<file path="src/rtl/hz_pkg.sv">
package hz_pkg;
  localparam int NSRC = 2;
  typedef enum logic [1:0] {
    FWD_RF  = 2'd0,
    FWD_WB  = 2'd1,
    FWD_EXM = 2'd2
  } fwd_sel_e;
endpackage

</file>
<file path="src/rtl/hz_src_match.sv">
module hz_src_match #(
  parameter int REG_AW = 5
) (
  input  logic [REG_AW-1:0] src,
  input  logic [REG_AW-1:0] ex_rd,
  input  logic              ex_we,
  input  logic [REG_AW-1:0] mem_rd,
  input  logic              mem_we,
  output logic              hit_ex,
  output logic              hit_mem
);
  logic src_live;
  // register 0 is hardwired, never a real dependence
  assign src_live = (src != '0);
  assign hit_ex   = src_live && ex_we  && (ex_rd  == src);
  assign hit_mem  = src_live && mem_we && (mem_rd == src);
endmodule

</file>
<file path="src/rtl/hz_interlock.sv">
module hz_interlock #(
  parameter int NSRC = 2
) (
  input  logic            fwd_en,
  input  logic [NSRC-1:0] hit_ex,
  input  logic [NSRC-1:0] hit_mem,
  input  logic            ex_load,
  input  logic            br_taken,
  output logic            stall,
  output logic            flush
);
  logic dep_plain, dep_load, need_stall;

  always_comb begin
    dep_plain  = (|hit_ex) || (|hit_mem);
    dep_load   = ex_load && (|hit_ex);
    need_stall = fwd_en ? dep_load : dep_plain;
    // a taken branch squashes the consumer, so its stall is moot
    flush      = br_taken;
    stall      = need_stall && !br_taken;
  end
endmodule

</file>
<file path="src/rtl/hz_fwd_reg.sv">
module hz_fwd_reg
  import hz_pkg::*;
#(
  parameter int NSRC = 2
) (
  input  logic                 clk,
  input  logic                 rst,
  input  logic                 fwd_en,
  input  logic                 kill,
  input  logic [NSRC-1:0]      hit_ex,
  input  logic [NSRC-1:0]      hit_mem,
  output logic [NSRC-1:0][1:0] sel
);
  for (genvar g = 0; g < NSRC; g++) begin : g_src
    fwd_sel_e nxt;
    always_comb begin
      if (!fwd_en || kill)  nxt = FWD_RF;
      else if (hit_ex[g])   nxt = FWD_EXM;
      else if (hit_mem[g])  nxt = FWD_WB;
      else                  nxt = FWD_RF;
    end
    always_ff @(posedge clk) begin
      if (rst) sel[g] <= FWD_RF;
      else     sel[g] <= nxt;
    end
  end
endmodule

</file>
<file path="src/rtl/hazard_ctrl.sv">
module hazard_ctrl
  import hz_pkg::*;
#(
  parameter int REG_AW = 5
) (
  input  logic              clk,
  input  logic              rst,
  input  logic              fwd_en,
  input  logic [REG_AW-1:0] id_rs1,
  input  logic [REG_AW-1:0] id_rs2,
  input  logic [REG_AW-1:0] ex_rd,
  input  logic              ex_we,
  input  logic              ex_load,
  input  logic [REG_AW-1:0] mem_rd,
  input  logic              mem_we,
  input  logic              br_taken,
  output logic              stall_if,
  output logic              stall_id,
  output logic              bubble_ex,
  output logic              flush_if,
  output logic              flush_id,
  output logic              flush_ex,
  output logic [1:0]        fwd_a,
  output logic [1:0]        fwd_b
);
  logic [NSRC-1:0][REG_AW-1:0] srcs;
  logic [NSRC-1:0]             hit_ex, hit_mem;
  logic [NSRC-1:0][1:0]        sel;
  logic                        stall, flush;

  assign srcs[0] = id_rs1;
  assign srcs[1] = id_rs2;

  for (genvar g = 0; g < NSRC; g++) begin : g_match
    hz_src_match #(.REG_AW(REG_AW)) u_match (
      .src    (srcs[g]),
      .ex_rd  (ex_rd),
      .ex_we  (ex_we),
      .mem_rd (mem_rd),
      .mem_we (mem_we),
      .hit_ex (hit_ex[g]),
      .hit_mem(hit_mem[g])
    );
  end

  hz_interlock #(.NSRC(NSRC)) u_lock (
    .fwd_en  (fwd_en),
    .hit_ex  (hit_ex),
    .hit_mem (hit_mem),
    .ex_load (ex_load),
    .br_taken(br_taken),
    .stall   (stall),
    .flush   (flush)
  );

  hz_fwd_reg #(.NSRC(NSRC)) u_fwd (
    .clk    (clk),
    .rst    (rst),
    .fwd_en (fwd_en),
    .kill   (stall || flush),
    .hit_ex (hit_ex),
    .hit_mem(hit_mem),
    .sel    (sel)
  );

  assign stall_if  = stall;
  assign stall_id  = stall;
  assign bubble_ex = stall;
  assign flush_if  = flush;
  assign flush_id  = flush;
  assign flush_ex  = flush;
  assign fwd_a     = sel[0];
  assign fwd_b     = sel[1];
endmodule

</file>
<file path="config.mk">
export PLATFORM = sky130hd
export DESIGN_NAME = hazard_ctrl
export DESIGN_NICKNAME = d
export VERILOG_FILES = /design/src/rtl/hz_pkg.sv /design/src/rtl/hz_src_match.sv /design/src/rtl/hz_interlock.sv /design/src/rtl/hz_fwd_reg.sv /design/src/rtl/hazard_ctrl.sv
export SDC_FILE = /design/constraint.sdc
export NUM_CORES = 1
export LEC_CHECK = 0
export CORE_UTILIZATION = 31
export DETAILED_ROUTE_END_ITERATION = 12
export PLACE_DENSITY = 0.79
export SYNTH_ARGS = -nofsm -noshare
export SYNTH_HDL_FRONTEND = slang
export SYNTH_SLANG_ARGS = --single-unit
</file>
<file path="constraint.sdc">
create_clock -name clk -period 3.12 [get_ports clk]
set_clock_uncertainty 0.2 [all_clocks]
set_input_delay 0.624 -clock clk [delete_from_list [all_inputs] [get_ports clk]]
set_output_delay 0.624 -clock clk [all_outputs]
set_load 0.1 [all_outputs]
</file>
==> results of run 1 <==
==> metrics by stage <==
stage	instances	total power, W	utilization (%)	worst slack, ns	hold slack (ns)
final	116	0.000243	78.4	0.0564	0.704
after global routing	116	0.000258	78.4	-0.000977	0.742
after CTS	116	0.000243	78.5	0.0110	0.787
after detailed placement	112	0.000176	73.6	-0.357	0.923
after global placement	112	0.000174	73.6	-0.322	0.920
after floorplan	52	0.000109	-	-0.419	0.500
==> metal layers <==
| layer | routed length (um) | up-vias | GRT usage, % | part of all wire [%] |
|---|---|---|---|---|
| met1 | 571 | 271 | 25.5 | 36 |
| li1 | - | 285 | - | - |
| met4 | 25 | 0 | 7.76 | 1.6 |
| met5 | 0 | - | 0 | 0 |
| met3 | 63 | 4 | 2.78 | 4.0 |
| met2 | 918 | 18 | 47.6 | 58 |
==> kinds of logic after synthesis <==
logic type / synth area share (%)
buf+inv: 9.22
simple gates: 27.1
flops: 17.9
compound gates: 6.70
xor+xnor: 39.1
==> synth_stat cells (2+ instances only) <==
library cell,n
nand4_1,4
or4_1,2
dfxtp_1,4
xor2_1,8
nor4_1,3
buf_4,5
nor2_1,3
xnor2_1,12
==> cell type report <==
cell class | instances | share of cell area, %
Sequential cell | 4 | 7.75
Tap cell | 15 | 1.82
Inverter | 1 | 0.363
Timing Repair Buffer | 51 | 44.9
Clock buffer | 3 | 2.18
Multi-Input combinational cell | 42 | 43.0
==> tightest hold or removal path, stage by stage <==
cell	delay, ns
clkbuf_2	0.11
xnor2_1	0.07
nand4_1	0.09
nor4_2	0.06
nor4b_1	0.14
==> worst max-delay path by stage <==
stage	endpoint	slack (ns)	cells past startpoint
floorplan	stall_id	-0.42	6
finish	bubble_ex	0.06	7
global placement	bubble_ex	-0.32	8
detailed placement	bubble_ex	-0.36	8
CTS	bubble_ex	0.01	9
global route	bubble_ex	-0.001	9
==> power groups by stage <==
| stage | sequential, W | clock (W) | combinational, W |
|---|---|---|---|
| detailed placement | 0.0000523 | 0 | 0.000124 |
| floorplan | 0.0000532 | 0 | 0.0000555 |
| global route | 0.0000515 | 0.0000705 | 0.000136 |
| global placement | 0.0000523 | 0 | 0.000122 |
| finish | 0.0000516 | 0.0000624 | 0.000129 |
| CTS | 0.0000516 | 0.0000646 | 0.000127 |
==> what timing repair did <==
action,in CTS,in global routing
setup endpoints to repair,3,3
setup buffers,1,0
pin swaps,18,12
endpoints found under the hold margin,0,0
resized for setup,60,18
==> results.py, run 1 <==
metrics = {
    "setup_path": {
        "cp_slowest_cell": "or4_4",
        "start_kind": "input port",
        "path_buf_inv": 3,
        "crit_family": "simple AND/OR/NAND/NOR gates",
        "critPathKind": "input port to output port",
        "cp-end-kind": "output port",
        "arrival_ns": 2.24,
        "worstPathRequired_ns": 2.30,
        "cp_max_fo": 3,
        "startpoint": "ex_rd[1]",
        "cp_slowest_stage_delay_ns": 0.49,
        "path_cells": "clkdlybuf4s15_1 > xor2_1 > or4_4 > nor2b_4 > a221oi_4 > buf_6 > buf_12",
    },
    "min_path": {
        "hold_start": "mem_rd[4]",
        "holdPathEnd": "u_fwd.sel[2]",
        "holdPathStages": 5,
        "hold_path.class": "input port to flop",
    },
    "logic_synthesis": {
        "synth_area_leaders": "xnor2_1 23%, dfxtp_1 18%, xor2_1 16%",
        "synth.avg_cell_area_sq_um": 8.61,
        "synth_cells": 52,
        "synth_edf_count": 0,
        "synthArstFlopShare_pct": 0,
        "yosysSeqAreaShare_pct": 17.9,
        "synth_top_area_share_pct": 23.5,
        "synth_seq_cells": 4,
        "yosys_warnings": 0,
        "synth_flop_cell": "dfxtp_1",
        "yosysUniqueCellTypes": 19,
        "syn_area_sq_um": 448,
        "syn_nets": 79,
        "yosys.area.top_type": "xnor2_1",
    },
    "die": {
        "die_area_sq_um": 1600,
        "ios": 37,
        "start_util_pct": 34.0,
        "row_count": 13,
        "die_h_um": 40.0,
        "fp.dieW_um": 40.0,
        "coreArea_sq_um": 1320,
    },
    "final_layout": {
        "finalNetCount": 130,
        "antennaDiodeCount": 0,
        "syn2layout_area_growth_pct": 131,
        "final_cell_mix": "18 x buf_4, 8 x xor2_1, 8 x xnor2_2, 7 x clkbuf_2, 6 x buf_12",
        "final_area_sq_um": 1030,
        "layout.area.seq_sq_um": 80.1,
        "fillers": 88,
        "largest_register_ffs": 4,
        "multi_input_area_sq_um": 444,
        "top_register": "u_fwd.sel",
        "drive_gt1_share_pct": 59.4,
        "top_regs": "u_fwd.sel: 4 flops",
        "final_common_cell": "buf_4",
    },
    "placed_design": {
        "finalWeightedCongestion": 0.759,
        "portBuffers": 36,
        "dp_hpwl_um": 1300,
        "postPlaceCellArea_sq_um": 970,
    },
    "clocking": {
        "cts_buffers": 3,
        "clock_sinks": 4,
        "path_clk_slew_ns": 0.04,
        "clockBufferDepth": 2,
        "clockRootBuffer": "clkbuf_4",
        "cts_tree": "built",
        "htree_num_levels": 1,
        "ctsHoldBuffers": 0,
    },
    "run_status": {
        "outcome": "finished clean",
    },
    "detailed_routing": {
        "drtIter0Drc": 3,
        "vias_per_cell": 4.98,
        "ant_nets": 0,
        "drc": 0,
        "drt_pre_antenna_iters": 2,
        "vias": 578,
        "wirelength_um": 1580,
        "wl_per_cell_um": 13.6,
    },
    "power": {
        "internal-power_w": 0.000159,
        "power_frac_clock_pct": 25.7,
        "seqPwrFrac_pct": 21.2,
        "p_leak_nw": 0.471,
        "power.switching_w": 0.0000844,
        "swShare_pct": 34.7,
        "powerDensity_nw_per_um2": 235,
        "vdd_drop_max_mv": 0.115,
        "pwr-share-comb_pct": 53.1,
    },
    "timing": {
        "finalWorstPathRequiredPeriod_ns": 3.06,
        "slew_violations": 0,
        "setup_viol": 0,
        "maxSlewHeadroom_pct": 79.2,
        "finalSetupTns_ns": 0,
        "clock.fmax_mhz": 326,
        "final_hold_viol_count": 0,
        "min_period_over_period_pct": 98.2,
        "worst_slew_pin_slew_ns": 0.310,
    },
    "grt": {
        "grt_pass1_wl_um": 2570,
        "grt_max_degree": 5,
        "antenna_found_initial": 0,
        "track_usage_pct": 24.0,
        "grt_pass1_vias": 585,
        "grt_overflow": 0,
    },
    "job": {
        "cap_violations": 0,
    },
}
No activity file was read; power rests on OpenSTA's default activity.
==> inputs of run 2 (changes only) <==
CORE_UTILIZATION = 32   (was 31)
CTS_BUF_LIST = sky130_fd_sc_hd__clkbuf_8   (was unset)
PLACE_DENSITY = 0.81   (was 0.79)
==> results.py, run 2 (synthesis results as in run 1) <==
metrics = {
    "power": {
        "pwr-share-comb_pct": 48.3,
        "power_frac_clock_pct": 35.0,
        "seqPwrFrac_pct": 16.7,
        "power.total_w": 0.000309,
        "internal-power_w": 0.000209,
        "p_leak_nw": 0.503,
        "swShare_pct": 32.4,
        "powerDensity_nw_per_um2": 266,
        "power.switching_w": 0.000100,
        "vdd_drop_max_mv": 0.144,
    },
    "detailed_routing": {
        "vias_per_cell": 5.22,
        "routed-wl-met2_um": 1090,
        "wirelength_um": 1970,
        "vias": 616,
        "ant_nets": 0,
        "drc": 0,
        "top_layer": "met4",
        "wl_met1_um": 749,
        "wl_met3_um": 89,
        "wl_per_cell_um": 16.7,
        "drtIter0Drc": 4,
        "drt_pre_antenna_iters": 3,
    },
    "grt": {
        "grt_max_degree": 5,
        "grt_overflow": 0,
        "grt_pass1_wl_um": 2460,
        "track_usage_pct": 24.1,
        "antenna_found_initial": 0,
        "grt_pass1_vias": 586,
    },
    "final_layout": {
        "drive_gt1_share_pct": 58.3,
        "final_area_sq_um": 1160,
        "final_common_cell": "buf_4",
        "layout.area.seq_sq_um": 80.1,
        "syn2layout_area_growth_pct": 159,
        "top_register": "u_fwd.sel",
        "fillers": 57,
        "finalNetCount": 132,
        "final_cell_mix": "17 x buf_4, 9 x buf_6, 9 x dlygate4sd2_1, 8 x xor2_1",
        "top_regs": "u_fwd.sel: 4 flops",
        "largest_register_ffs": 4,
        "antennaDiodeCount": 0,
        "multi_input_area_sq_um": 490,
    },
    "run_status": {
        "outcome": "finished, violations left",
        "violations": "negative setup slack",
    },
    "die": {
        "die_area_sq_um": 1550,
        "start_util_pct": 34.4,
        "die_h_um": 39.4,
        "coreArea_sq_um": 1300,
        "ios": 37,
        "row_count": 13,
        "fp.dieW_um": 39.4,
    },
    "timing": {
        "finalSetupTns_ns": -0.0650,
        "min_period_over_period_pct": 101,
        "final_hold_viol_count": 0,
        "slew_violations": 0,
        "finalWorstPathRequiredPeriod_ns": 3.15,
        "clock.fmax_mhz": 318,
        "setup_viol": 3,
        "rsz0062_at_grt": "yes",
        "worst_slew_pin_slew_ns": 0.301,
        "maxSlewHeadroom_pct": 79.9,
        "worst_slack_ns": -0.0261,
    },
    "setup_path": {
        "cp_max_fo": 3,
        "worstPathRequired_ns": 2.30,
        "start_kind": "input port",
        "cp-end-kind": "output port",
        "cp_slowest_cell": "or4_4",
        "critPathKind": "input port to output port",
        "arrival_ns": 2.32,
        "cp_slowest_stage_delay_ns": 0.54,
        "path_cells": "buf_8 > xnor2_4 > nand4_1 > or4_4 > nor2b_4 > a221oi_4 > buf_6 > buf_12",
    },
    "clocking": {
        "cts_tree": "built",
        "clockBufferDepth": 2,
        "ctsHoldBuffers": 0,
        "clock_sinks": 4,
        "cts_buffers": 3,
        "htree_num_levels": 1,
        "clockRootBuffer": "clkbuf_8",
        "path_clk_slew_ns": 0.03,
    },
    "min_path": {
        "holdPathEnd": "u_fwd.sel[2]",
        "hold_path.class": "input port to flop",
        "hold_start": "id_rs2[2]",
        "holdPathStages": 5,
    },
    "placed_design": {
        "dp_hpwl_um": 1380,
        "postPlaceCellArea_sq_um": 977,
        "portBuffers": 36,
        "finalWeightedCongestion": 0.813,
    },
    "job": {
        "cap_violations": 0,
    },
}
[run 2: worst max-delay path by stage]
stage	end	slack [ns]	startpoint	depth (start not counted)
floorplan	stall_id	-0.42	id_rs1[2]	6
global placement	bubble_ex	-0.34	id_rs1[2]	8
detailed placement	stall_id	-0.34	id_rs1[2]	8
CTS	stall_id	0.01	id_rs1[1]	8
global route	stall_id	-0.11	ex_rd[3]	9
finish	stall_id	-0.03	id_rs1[4]	8
[run 2: routing by layer]
layer	up-vias	track usage, %
li1	286	-
met4	0	14.7
met2	30	50.0
met1	296	21.5
met3	4	1.70
met5	-	0
[run 2: final cells by class]
type	instances	share of cell area, %
Inverter	1	0.323
Tap cell	15	1.61
Multi-Input combinational cell	42	42.2
Clock buffer	3	3.55
Timing Repair Buffer	53	45.4
Sequential cell	4	6.89
[run 2: worst max-delay path: cells and delay by family]
family                    cells  cell delay, ns
xor gates and xnor gates      1            0.15
AOI/OAI and AO/OA             1            0.27
buffers and inverters         3            0.45
and+or+nand+nor               3            0.81
[run 2: timing repair]
action,4_1_cts,5_1_grt
setup buffers,1,1
endpoints found under the setup margin,3,3
pin swaps,12,17
resized for setup,54,34
[run 2: per-stage QoR]
stage	instances	worst slack [ns]	utilization (%)	hold WS, ns
detailed placement	113	-0.342	75.1	0.919
global placement	113	-0.336	75.1	0.921
global route	118	-0.108	89.3	0.781
CTS	117	0.0107	81.2	0.778
finish	118	-0.0261	89.3	0.756
floorplan	52	-0.419	-	0.500
[run 2: power by group through the flow]
stage / sequential, W / combinational (W) / clock (W)
CTS: 0.0000517 / 0.000128 / 0.000111
global placement: 0.0000523 / 0.000123 / 0
floorplan: 0.0000532 / 0.0000555 / 0
global route: 0.0000516 / 0.000156 / 0.000113
finish: 0.0000517 / 0.000149 / 0.000108
detailed placement: 0.0000523 / 0.000126 / 0
